===== config.mk =====
export PLATFORM = sky130hd
export DESIGN_NAME = rstgen_supervisor
export DESIGN_NICKNAME = d
export VERILOG_FILES = /design/src/rtl/rstgen_pkg.sv /design/src/rtl/rstgen_sync.sv /design/src/rtl/rstgen_debounce.sv /design/src/rtl/rstgen_hold.sv /design/src/rtl/rstgen_supervisor.sv
export SDC_FILE = /design/constraint.sdc
export NUM_CORES = 1
export LEC_CHECK = 0
export BUFFER_PORTS_ARGS = -buffer_cell sky130_fd_sc_hd__buf_2
export CORE_ASPECT_RATIO = 0.5
export CORE_UTILIZATION = 35
export DETAILED_ROUTE_END_ITERATION = 10
export GPL_TIMING_DRIVEN = 0
export PLACE_DENSITY_LB_ADDON = 0.15
export SYNTH_ARGS = -nofsm -noshare
export SYNTH_HDL_FRONTEND = slang
export SYNTH_SLANG_ARGS = --single-unit

===== constraint.sdc =====
create_clock -name clk -period 1.9 [get_ports clk]
set_input_delay 0.095 -clock clk [delete_from_list [all_inputs] [get_ports clk]]
set_output_delay 0.095 -clock clk [all_outputs]
set_load 0.005 [all_outputs]

===== src/rtl/rstgen_pkg.sv =====
package rstgen_pkg;
  localparam int unsigned DEF_SYNC_STAGES = 2;
  localparam int unsigned DEF_DEB_TICKS   = 4;
  localparam int unsigned DEF_HOLD_TICKS  = 250;

  // Asynchronous inputs gathered for the synchronizer, man_n on top.
  typedef struct packed {
    logic man_n;
    logic tol_wide;
    logic uv_loose;
    logic uv_tight;
  } async_in_t;

  localparam int unsigned ASYNC_W = $bits(async_in_t);
  localparam logic [ASYNC_W-1:0] ASYNC_RST = {1'b1, 1'b0, 1'b0, 1'b0};
endpackage


===== src/rtl/rstgen_sync.sv =====
module rstgen_sync #(
  parameter int unsigned W = 1,
  parameter int unsigned STAGES = 2,
  parameter logic [W-1:0] RST_VAL = '0
) (
  input  logic         clk,
  input  logic         arst_n,
  input  logic [W-1:0] din,
  output logic [W-1:0] dout
);
  logic [STAGES-1:0][W-1:0] stg_q, stg_d;

  always_comb begin
    stg_d = {stg_q[STAGES-2:0], din};
  end

  always_ff @(posedge clk or negedge arst_n) begin
    if (!arst_n) stg_q <= {STAGES{RST_VAL}};
    else         stg_q <= stg_d;
  end

  assign dout = stg_q[STAGES-1];

  initial begin
    a_stages_r3: assert (STAGES >= 2) else $error("synchronizer needs two stages");
  end
endmodule


===== src/rtl/rstgen_debounce.sv =====
module rstgen_debounce #(
  parameter int unsigned DEB = 4
) (
  input  logic clk,
  input  logic arst_n,
  input  logic tick_i,
  input  logic pin_n_i,
  output logic pressed_o
);
  localparam int unsigned CW = $clog2(DEB + 1);
  localparam logic [CW-1:0] FULL = CW'(DEB);

  logic [CW-1:0] cnt_q, cnt_d;
  logic          prs_q, prs_d;

  always_comb begin
    cnt_d = cnt_q;
    prs_d = prs_q;
    if (tick_i) begin
      if (!pin_n_i) begin
        if (cnt_q != FULL) cnt_d = cnt_q + 1'b1;
        prs_d = (cnt_d == FULL);
      end else begin
        cnt_d = '0;
        prs_d = 1'b0;
      end
    end
  end

  always_ff @(posedge clk or negedge arst_n) begin
    if (!arst_n) begin
      cnt_q <= '0;
      prs_q <= 1'b0;
    end else begin
      cnt_q <= cnt_d;
      prs_q <= prs_d;
    end
  end

  assign pressed_o = prs_q;

  // a press is recognised only on a tick that sampled the pin low.
  p_press_on_low_tick_r5: assert property (@(posedge clk) disable iff (!arst_n)
    $rose(prs_q) |-> ($past(tick_i) && !$past(pin_n_i)));

  // a high sample ends the press and restarts the count.
  p_high_restarts_r9: assert property (@(posedge clk) disable iff (!arst_n)
    (tick_i && pin_n_i) |=> (!prs_q && cnt_q == '0));
endmodule


===== src/rtl/rstgen_hold.sv =====
module rstgen_hold #(
  parameter int unsigned HOLD = 250
) (
  input  logic clk,
  input  logic arst_n,
  input  logic tick_i,
  input  logic cause_i,
  output logic rst_o
);
  localparam int unsigned CW = $clog2(HOLD + 1);
  localparam logic [CW-1:0] LOAD = CW'(HOLD);

  logic [CW-1:0] cnt_q, cnt_d;
  logic          rst_q, rst_d;

  always_comb begin
    cnt_d = cnt_q;
    if (cause_i)                     cnt_d = LOAD;
    else if (tick_i && cnt_q != '0)  cnt_d = cnt_q - 1'b1;
    rst_d = cause_i | (cnt_d != '0);
  end

  always_ff @(posedge clk or negedge arst_n) begin
    if (!arst_n) begin
      cnt_q <= LOAD;
      rst_q <= 1'b1;
    end else begin
      cnt_q <= cnt_d;
      rst_q <= rst_d;
    end
  end

  assign rst_o = rst_q;

  // release happens only on a tick edge with no cause present.
  p_release_on_tick_r6: assert property (@(posedge clk) disable iff (!arst_n)
    $fell(rst_q) |-> ($past(tick_i) && !$past(cause_i)));

  // an active cause keeps reset asserted on the next edge.
  p_cause_holds_r6: assert property (@(posedge clk) disable iff (!arst_n)
    cause_i |=> rst_q);

  // the hold count never exceeds its load value.
  p_no_overflow_r6: assert property (@(posedge clk) disable iff (!arst_n)
    cnt_q <= LOAD);
endmodule


===== src/rtl/rstgen_supervisor.sv =====
module rstgen_supervisor
  import rstgen_pkg::*;
#(
  parameter int unsigned SYNC_STAGES = DEF_SYNC_STAGES,
  parameter int unsigned DEB_TICKS   = DEF_DEB_TICKS,
  parameter int unsigned HOLD_TICKS  = DEF_HOLD_TICKS
) (
  input  logic clk,
  input  logic arst_n,
  input  logic tick_1ms,
  input  logic uv_tight,
  input  logic uv_loose,
  input  logic tol_wide,
  input  logic man_rst_n,
  input  logic wdog_expire,
  output logic reset_out,
  output logic reset_out_n,
  output logic released
);
  async_in_t raw_in, syn_in;
  logic      uv_sel, man_pressed, cause, rst_int;

  always_comb begin
    raw_in.man_n    = man_rst_n;
    raw_in.tol_wide = tol_wide;
    raw_in.uv_loose = uv_loose;
    raw_in.uv_tight = uv_tight;
  end

  rstgen_sync #(
    .W(ASYNC_W), .STAGES(SYNC_STAGES), .RST_VAL(ASYNC_RST)
  ) u_sync (
    .clk(clk), .arst_n(arst_n), .din(raw_in), .dout(syn_in)
  );

  rstgen_debounce #(.DEB(DEB_TICKS)) u_deb (
    .clk(clk), .arst_n(arst_n), .tick_i(tick_1ms),
    .pin_n_i(syn_in.man_n), .pressed_o(man_pressed)
  );

  // Tolerance select: 0 picks the higher trip point, 1 the lower one.
  always_comb begin
    uv_sel = syn_in.tol_wide ? syn_in.uv_loose : syn_in.uv_tight;
    cause  = uv_sel | man_pressed | wdog_expire;
  end

  rstgen_hold #(.HOLD(HOLD_TICKS)) u_hold (
    .clk(clk), .arst_n(arst_n), .tick_i(tick_1ms),
    .cause_i(cause), .rst_o(rst_int)
  );

  assign reset_out   = rst_int;
  assign reset_out_n = ~rst_int;
  assign released    = ~rst_int;

  // the tight flag acts only with tol_wide = 0.
  p_tight_selected_r2: assert property (@(posedge clk) disable iff (!arst_n)
    (!syn_in.tol_wide && syn_in.uv_tight) |=> reset_out);

  // the synchronised undervoltage flag asserts reset on the next edge.
  p_uv_immediate_r3: assert property (@(posedge clk) disable iff (!arst_n)
    (syn_in.tol_wide && syn_in.uv_loose) |=> reset_out);

  // a watchdog pulse asserts reset on the next edge.
  p_wdog_asserts_r7: assert property (@(posedge clk) disable iff (!arst_n)
    wdog_expire |=> reset_out);
endmodule


==> metrics.csv <==
stage,metric,value,unit
synth,count_of_synthesis_stage_warnings_from_yosys,0,
status,result_of_the_run,"finished, final reports clean",
global_routing,antenna_found_initial,0,
setup_path,worst_path_dominant_cell_family,simple AND/OR/NAND/NOR gates,
pwr,ir_worst_vdd,231,uV
pwr,clockPowerShare,0.323,
setup_path,worst-endpoint-required,2.07,ns
flow_run,cap_viol_max_count,0,
drt,dr_total_vias,744,
clock_tree,total_clock_buffers_created_by_cts,3,
setup_path,critical_path.startpoint_type,register,
drt,ant_nets,0,
synth,post_synthesis_register_bit_count,21,
setup_path,slowest_stage,or4b_4,
sta,timing.clock.skew,0.00124,ns
sta,final-setup-viol-count,0,
setup_path,critical-path-max-stage-delay,0.57,ns
global_routing,overflow,0,
clock_tree,cts.htree.levels,1,
layout,area_growth_syn_to_layout,23.9,%
die,die_y,40.0,um
die,placement_rows,13,
synth,sequential_element_share_of_the_synthesized_area,0.531,
layout,final_layout_size_suffix_gt1_frac,0.321,
setup_path,worst_path_cell_trace,"or4b_4, or2_1, a2111oi_2, nand4_1",
drt,wirelength,2.02,mm
synth,syn_inst,92,
synth,synth_cell_types,42,
pwr,p_sw_frac,0.245,
sta,tightestPinTransition,0.590,ns
pwr,power.density_cell_area,711,nW/um^2
synth,postSynth.topFlopCell,dfrtp_1,
synth,mappedNetlistArea,1010,um^2
drt,drt_first_pass_iters,4,
sta,fin_hold_ws,0.127,ns
die,io-pin-count,11,
layout,finalCoreUtilization,0.470,
pwr,leakagePower,0.517,nW
clock_tree,path_clk_slew,0.07,ns
sta,timing.final.crit_share,0.963,
die,design.core.area,2670,um^2
layout,layout.cells.most_common_list,"dfrtp_1, inv_1, buf_2, dfstp_2, dlygate4sd3_1",
synth,syn-mean-instance-area,11.0,um^2
setup_path,timing.setup.critical_path_class,register to register,
sta,timing.slew.headroom,0.606,
global_routing,grt_max_degree,22,
setup_path,crit_buf_inv,0,
synth,synth-async-reset-ratio,1.00,
clock_tree,clkLatencyLatePin,0.26,ns
global_routing,grt_pass1_vias,775,
clock_tree,clock_sink_count,21,
setup_path,worst-endpoint-arrival,2.00,ns
pwr,cell_internal_pwr,672,uW
sta,max_freq,0.547,GHz
pwr,power_share_of_the_combinational_group,0.123,
global_routing,gr-usage-all-layers,0.153,
clock_tree,clk_root_buffer_cell,clkbuf_8,
sta,timing.final.max_slew_violations,0,
drt,routedWlPerCell,13.5,um
synth,postSynthNetCount,104,
worst_hold_path,worstHoldPathType,primary input to register,
placed_design,hpwl,1.39,mm
pwr,seqPwrFrac,0.555,
layout,mostFrequentLayoutCell,dfrtp_1,
die,chipWidth,78.0,um
synth,synth_enable_flop_cells,0,
die,floorplan.initialDensity,0.379,
placed_design,weighted_congestion_reported_at_the_end_of_routability_driven_placement,0.770,
setup_path,crit_fanout,6,
drt,drt_iter0_drc,25,
setup_path,crit_path_capture_type,register,
placed_design,io_buffers,10,
drt,detail_route.vias_per_cell,4.99,
clock_tree,cts_max_path_buffers,2,
sta,post-route-min-period,1.83,ns
sta,total_count_of_hold_check_failures_in_the_final_report,0,
layout,fin_nets,125,
layout,count_of_inserted_antenna_diode_cells,0,
pwr,power_switching,218,uW
drt,drc_errors,0,
clock_tree,tritoncts,done,
die,design.die.area,3120,um^2
global_routing,wire_length_of_the_first_global_routing_pass,3.39,mm
-- through the flow --
step | setup TNS, ns | setup WS (ns) | instances | instance area (um^2) | power [mW]
finish | 0 | 0.0705 | 149 | 1250 | 0.890
global route | -0.0151 | -0.0151 | 149 | 1250 | 0.947
CTS | 0 | 0.0103 | 148 | 1230 | 0.912
detailed placement | -0.0535 | -0.0535 | 139 | 1110 | 0.598
global placement | -2.14 | -0.459 | 139 | 1110 | 0.590
floorplan | 0 | 0.134 | 92 | 1010 | 0.561
-- registers in the layout (all words and copies together), names as in the netlist --
register,flops
u_deb.cnt_q,3
u_hold.cnt_q,8
u_hold.rst_o,1
u_deb.pressed_o,1
u_sync.dout,4
u_sync.stg_d,4
-- power by group through the flow --
stage / clock network [mW] / logic [mW] / registers, mW
after floorplan: 0 / 0.0652 / 0.495
after global placement: 0 / 0.0921 / 0.498
after detailed placement: 0 / 0.0974 / 0.501
after CTS: 0.312 / 0.107 / 0.493
after global routing: 0.323 / 0.126 / 0.498
final: 0.287 / 0.109 / 0.494
-- path summary, 6_finish.rpt --
| path | start | end | slack (ns) | cells past startpoint |
|---|---|---|---|---|
| setup / recovery | u_hold.cnt_q[2] | u_hold.rst_o | 0.07 | 4 |
| hold reg to reg | u_sync.stg_d[5] | u_sync.dout[1] | 0.35 | 0 |
| max in group asynchronous | arst_n | u_hold.cnt_q[7] | 1.23 | 2 |
| setup reg to reg | u_hold.cnt_q[2] | u_hold.rst_o | 0.07 | 4 |
| hold / removal | wdog_expire | u_hold.cnt_q[3] | 0.13 | 3 |
| min in group asynchronous | arst_n | u_sync.dout[2] | 0.32 | 2 |
-- worst reg2reg max path: cells and delay by family, from the launching register on --
kind	cells	cell delay, ns
flip-flops	1	0.44
AND/OR/NAND/NOR	3	0.95
AO/OA/AOI/OAI	1	0.36
-- routing by layer --
metal,GRT usage,routed length (um),up-vias
met3,0.0545,58,2
met1,0.177,960,362
met5,0,0,-
li1,-,-,371
met4,0.0417,11,0
met2,0.283,984,9
-- cell families (layout without fill, tap and decap cells) --
kind of cell / after synthesis / count (layout) / synth area share
simple gates: 34 / 34 / 0.215
xor+xnor: 1 / 1 / 0.00866
buf+inv: 12 / 32 / 0.0483
mux: 1 / 1 / 0.00990
fa+ha+maj: 4 / 4 / 0.0495
flops: 21 / 21 / 0.531
compound gates: 19 / 19 / 0.137
-- cell usage after synthesis (3+ instances only) --
library cell / number / area share
dfrtp_1: 12 / 0.30
nand2_1: 4 / 0.015
a21oi_1: 4 / 0.020
inv_1: 10 / 0.037
o21ai_0: 3 / 0.015
nand3b_1: 3 / 0.022
ha_1: 4 / 0.050
dfstp_2: 9 / 0.23
nor2_1: 3 / 0.011
-- cell type report --
type,instances,area [um^2]
multi-input cells,59,465
plain buffers,2,11.3
clock buffers,3,41.3
well taps,37,46.3
flip-flops and latches,21,538
inverters,10,37.5
fillers,253,1420
clock inverters,1,5.00
repair buffers,16,108
-- repair_timing --
| item | in CTS | in global routing |
|---|---|---|
| endpoints found under the setup margin | 3 | 2 |
| endpoints found under the hold margin | 16 | 0 |
| cloned | 0 | 0 |
| setup buffers | 0 | 1 |
| pin swaps | 0 | 2 |
| hold buffers | 5 | 0 |
| resized for setup | 3 | 4 |
Note: power is estimated with default switching activity, not from simulation.
